File: config.mk
export PLATFORM = sky130hd
export DESIGN_NAME = rate_enable_gen
export DESIGN_NICKNAME = d
export VERILOG_FILES = /design/src/rtl/rate_enable_gen.sv
export SDC_FILE = /design/constraint.sdc
export NUM_CORES = 1
export LEC_CHECK = 0
export ABC_AREA = 1
export CORE_MARGIN = 3
export CORE_UTILIZATION = 35
export DETAILED_ROUTE_END_ITERATION = 10
export HOLD_SLACK_MARGIN = 0.05
export PLACE_DENSITY_LB_ADDON = 0.3
export SYNTH_ARGS = -nofsm -noshare
export SYNTH_HDL_FRONTEND = slang
export SYNTH_SLANG_ARGS = --single-unit
File: constraint.sdc
create_clock -name clk -period 2.77 [get_ports clk]
set_input_delay 0.554 -clock clk [delete_from_list [all_inputs] [get_ports clk]]
set_output_delay 0.554 -clock clk [all_outputs]
set_load 0.01 [all_outputs]
File: src/rtl/rate_enable_gen.sv
module rate_enable_gen #(
  parameter int FRAME = 20,
  parameter int K0    = 10,
  parameter int K1    = 13,
  parameter int K2    = 16,
  parameter int K3    = 19
) (
  input  logic       clk,
  input  logic       rst,
  input  logic       wr_en,
  input  logic [1:0] wr_sel,
  input  logic       idle,
  output logic       tick,
  output logic [1:0] rate_cur,
  output logic       upd_ack
);
  localparam int AW = $clog2(2 * FRAME);
  localparam int PW = $clog2(FRAME);

  logic [AW-1:0] acc, step, sum;
  logic [PW-1:0] pos;
  logic          pend;
  logic [1:0]    pend_sel;
  logic          last, commit;

  always_comb begin
    case (rate_cur)
      2'd0:    step = AW'(K0);
      2'd1:    step = AW'(K1);
      2'd2:    step = AW'(K2);
      default: step = AW'(K3);
    endcase
  end

  assign sum    = acc + step;
  assign tick   = sum >= AW'(FRAME);
  assign last   = pos == PW'(FRAME - 1);
  assign commit = last && idle && pend;

  always_ff @(posedge clk) begin
    if (rst) begin
      acc      <= '0;
      pos      <= '0;
      rate_cur <= 2'd0;
      pend     <= 1'b0;
      pend_sel <= 2'd0;
      upd_ack  <= 1'b0;
    end else begin
      if (commit)    acc <= '0;
      else if (tick) acc <= sum - AW'(FRAME);
      else           acc <= sum;
      pos     <= last ? '0 : pos + 1'b1;
      upd_ack <= commit;
      if (commit) rate_cur <= pend_sel;
      if (wr_en) begin
        pend     <= 1'b1;
        pend_sel <= wr_sel;
      end else if (commit) begin
        pend <= 1'b0;
      end
    end
  end
endmodule

### Word-level counts from Yosys, hierarchy flattened

Index checks and enable logic that the tools add are counted.
W data, S select, Z words.

* eq/ne operators: 3
* $add $sub $neg: 3
* reductions and logical operators: 6
* muxes and demuxes: 4
* $lt $le $gt $ge: 1

Operators by type and width (number)
* $pmux W5 S3: 1
* $add A6 B6 Y6: 1
* $ge A6 B5 Y1 const B: 1
* $mux W6: 1
* $sub A6 B5 Y6 const B: 1
* $add A5 B1 Y5 const B: 1
* $eq A5 B5 Y1 const B: 1
* $reduce_or A2 Y1: 2
* $eq A2 B1 Y1 const B: 1
* $eq A2 B2 Y1 const B: 1
* $logic_and A1 B1 Y1: 2
* $logic_not A2 Y1: 1
* $mux W1: 2
* $reduce_bool A2 Y1: 1

* input bits: 6
* word-level logic and storage cells: 23
* bits in registers: 17

### Depth between registers and ports, before layout

Gate-level depths: netlist (run 1).

* depth after elaboration: 5
* gate-level depth with buffers: 17

### Worst setup path before layout (run 1)

OpenSTA, ideal clock, no wires.

* path kind: register to output
* from: register rate_cur[1]
* to: output port tick
* path slack: -315 ps
* arrival time: 2531 ps
* cell stages (with the launch flop): 13
* path buffers: 0
* cells stage by stage: dfxtp_1 -> inv_1 -> ha_1 -> or2_2 -> ha_1 -> fa_1 -> xnor2_1 -> inv_1 -> ha_1 -> nand3_1 -> nand2_1 -> nand3_1 -> nand2_1

* longest elaborated chain between the ends: 4

Ends and longest elaborated chain
* start: declaration: RTL line 14 `output logic [1:0] rate_cur,`
* start signal: assignment: RTL line 54 `if (commit) rate_cur <= pend_sel;`
* $eq A2 B2 Y1, or another cell as far along: RTL line 27 `case (rate_cur)`
* $pmux W5 S3 (*): RTL line 27
* $add A6 B6 Y6 (*): RTL line 35 `assign sum = acc + step;`
* $ge A6 B5 Y1 (*): RTL line 36 `assign tick = sum >= AW'(FRAME);`
* end: declaration: RTL line 13 `output logic tick,`

Every way passes the cells marked *; elsewhere a longest branch is shown, timed or not.

### Worst setup path in the final report (run 1)

Ends and elaborated chain as after synthesis.

==> run metrics, run 1 <==
DR vias=942; Ys Warns=0; number of vias per cell=4.62; ranking of synthesized cells by area=dfxtp_1 35%, ha_1 17%, nand2_1 11%; Post-Syn Nets=156; die width=59.0 µm; Starting Density=38.4%; hold path depth=1; commonest non-fill, non-tap cell in the layout=nand2_1; Min-Delay Path Class=reg -> reg; cells after synthesis=136; xor and xnor area share after synthesis=0.889%; Die Ht=59.0 µm; # setup viols final=1; Clock Path Buffers=2; main combinational cell family by area after synthesis=simple AND/OR/NAND/NOR gates; part of the Yosys area used for sequential elements=34.6%; post-synthesis mux area share=0%; Post-synth EDFFs=0; setup repair after global routing missed its margin=true; Max Cap Viol=0; Total Wirelength=2160 µm; IO Pins=10; CTS H-Tree Depth=1; Max-slew headroom=77.8%; share of cells above drive strength 1=35.1%; Final ANT Viol Nets=0; measured slew at the worst slew-check pin=332 ps; cell area power density=687 nW/µm²; worst hold slack=455 ps; ys flop type=dfxtp_1; FFs w/ async S/R, synth=0%; Num CTS Buffers=3; initial antenna violation count=0; Final Hold Viols=0; area leader, netlist=dfxtp_1; Final WS setup=-225 ps; grt ovf=0; Port Buffer Count=9; Core Footprint=2570 µm²; Worst R2R End=acc[3]$_SDFF_PP0_; Post-Synth Simple-Gate Area=30.2%; Hold Crit Endpoint=pos[0]$_SDFF_PP0_; #FFs+latches synth=17; Syn Area/Cell=7.24 µm²; minimum clock period=2990 ps; Clk pin slew, worst setup/hold paths=100 ps; crit path launch type=register; Leakage Power=0.000708 µW; failing checks=negative setup slack; clk_skew=1.23 ps; Setup crit end kind=output pin; CTS Hold Bufs=0; GRT Total Usage=14.4%; ant diodes=0; complex-gate fraction of the synthesized area=7.75%; P&R area growth vs syn=51.5%; CP Max Fanout=3; CP Class=reg -> out; drt pass-1 iters=4; Synth top area share=34.6%; largest net degree at the start of global routing=11; DP Wirelength=1610 µm; R2R Setup Slk=240 ps; die area=3490 µm²; GPL Wtd Cong=0.806; Worst EP required=2220 ps; Root Buffer=clkbuf_4; f_max=334 MHz; Max VDD drop=0.565 mV; # rows=18; library cells used by synthesis=17; FF-to-FF path depth=15; Initial DRC Count=14; vias in the first global route=955; Slew Limit Fails=0; status=finished, violations left; Routed WL per cell=10.6 µm; Reg2Reg Launch Point=rate_cur[1]$_SDFFE_PP0P_; commonest cells after routing, fill and taps aside=27 x nand2_1, 25 x buf_4, 17 x inv_1, 15 x nor2_1, 15 x dfxtp_1; HP Start=pos[0]$_SDFF_PP0_; Sink Count=17; Final period util=108%; TritonCTS clock tree=built; critical path arrival=2440 ps; DR DRC count=0; Clock Latency Late Sink=280 ps; Adder-Cell Fraction of Synth Area=18.6%; fin util=58.1%; netlist area before placement=985 µm²; final net count=195; first-pass GRT wire length=3840 µm
==> logic make-up (layout without fill, tap and decap cells) <==
kind of cell | after synthesis | in the layout
compound gates | 15 | 15
xor+xnor | 1 | 1
fa+ha+maj | 14 | 14
buf+inv | 21 | 59
flops | 17 | 17
simple gates | 68 | 68
==> through the flow <==
step                instances  setup slack [ps]  setup TNS (ps)  cell area (µm²)  total power (µW)
finish                    204              -225            -225             1490              1030
floorplan                 136              3.81               0             1020               573
CTS                       204              -225            -225             1450              1010
detailed placement        195              -464            -464             1300               762
global route              204              -337            -337             1490              1110
global placement          195              -418            -418             1300               751
==> timing repair <==
action	in CTS	in global routing
gates resized for setup	24	8
buffers inserted	5	0
pin swaps	8	4
setup endpoints to repair	1	3
endpoints found under the hold margin	0	0
==> power by group <==
part           total (µW)  leakage, µW  switching [µW]  internal (µW)
Combinational         597     0.000549             271            326
Clock                 130    0.0000177            76.2           53.6
Sequential            299     0.000141            24.4            274
Total                1030     0.000708             371            654
==> how the worst max path moves through the flow <==
stage          slack (ps)  endpoint                startpoint
2_1_floorplan           4      tick  rate_cur[1]$_SDFFE_PP0P_
3_3_place_gp         -420      tick  rate_cur[1]$_SDFFE_PP0P_
3_5_place_dp         -460      tick  rate_cur[1]$_SDFFE_PP0P_
4_1_cts              -220      tick  rate_cur[1]$_SDFFE_PP0P_
5_1_grt              -340      tick  rate_cur[1]$_SDFFE_PP0P_
6_report             -220      tick  rate_cur[1]$_SDFFE_PP0P_
==> state kept, by name (all words and copies together) (netlist names) <==
register and cells:
acc 6, pos 5, pend_sel 2, rate_cur 2, pend 1, upd_ack 1
==> per-layer routing <==
layer | track usage [%] | vias to the layer above | part of all wire (%)
li1 | - | 514 | -
met1 | 16.2 | 418 | 45
met2 | 26.2 | 6 | 51
met3 | 1.31 | 4 | 1.4
met4 | 8.09 | 0 | 2.0
met5 | 0 | - | 0
==> critical path: stages (launching register included) <==
cell,delay [ps]
dfxtp_4,390
inv_4,40
ha_4,150
or2_4,230
ha_4,160
fa_2,370
xnor2_2,200
inv_1,80
ha_2,190
nand3_2,50
nand2_1,60
nand3_2,70
nand2_2,60
buf_6,120
==> cells in the mapped netlist (3+ instances only) <==
| master | instances |
|---|---|
| nor2_1 | 15 |
| o21ai_0 | 4 |
| dfxtp_1 | 17 |
| a21oi_1 | 10 |
| inv_1 | 21 |
| nand4_1 | 3 |
| ha_1 | 13 |
| nand2_1 | 30 |
| or2_2 | 4 |
| nand3_1 | 12 |
==> area by class of cell <==
class	instances	area [µm²]
inverters	21	81.3
clock buffers	3	22.5
flip-flops and latches	17	348
clock inverters	1	5.00
repair buffers	34	279
fillers	237	1080
well taps	30	37.5
multi-input cells	98	718
Power figures use the tool's default switching activity.
==> run 2: changes to the inputs <==
--- a/config.mk
+++ b/config.mk
@@ -6,6 +6,7 @@
 export NUM_CORES = 1
 export LEC_CHECK = 0
 export ABC_AREA = 1
+export CAP_MARGIN = 25
 export CORE_MARGIN = 3
 export CORE_UTILIZATION = 35
 export DETAILED_ROUTE_END_ITERATION = 10
==> results of run 2 <==
No change in the layout: final DEF, timing and power equal those of run 1.
==> run 3: changes to the inputs <==
--- a/config.mk
+++ b/config.mk
@@ -9,6 +9,7 @@
 export CAP_MARGIN = 25
 export CORE_MARGIN = 3
 export CORE_UTILIZATION = 35
+export CTS_CLUSTER_SIZE = 28
 export DETAILED_ROUTE_END_ITERATION = 10
 export HOLD_SLACK_MARGIN = 0.05
 export PLACE_DENSITY_LB_ADDON = 0.3
==> results of run 3 <==
No change in the layout: final DEF, timing and power equal those of run 1.
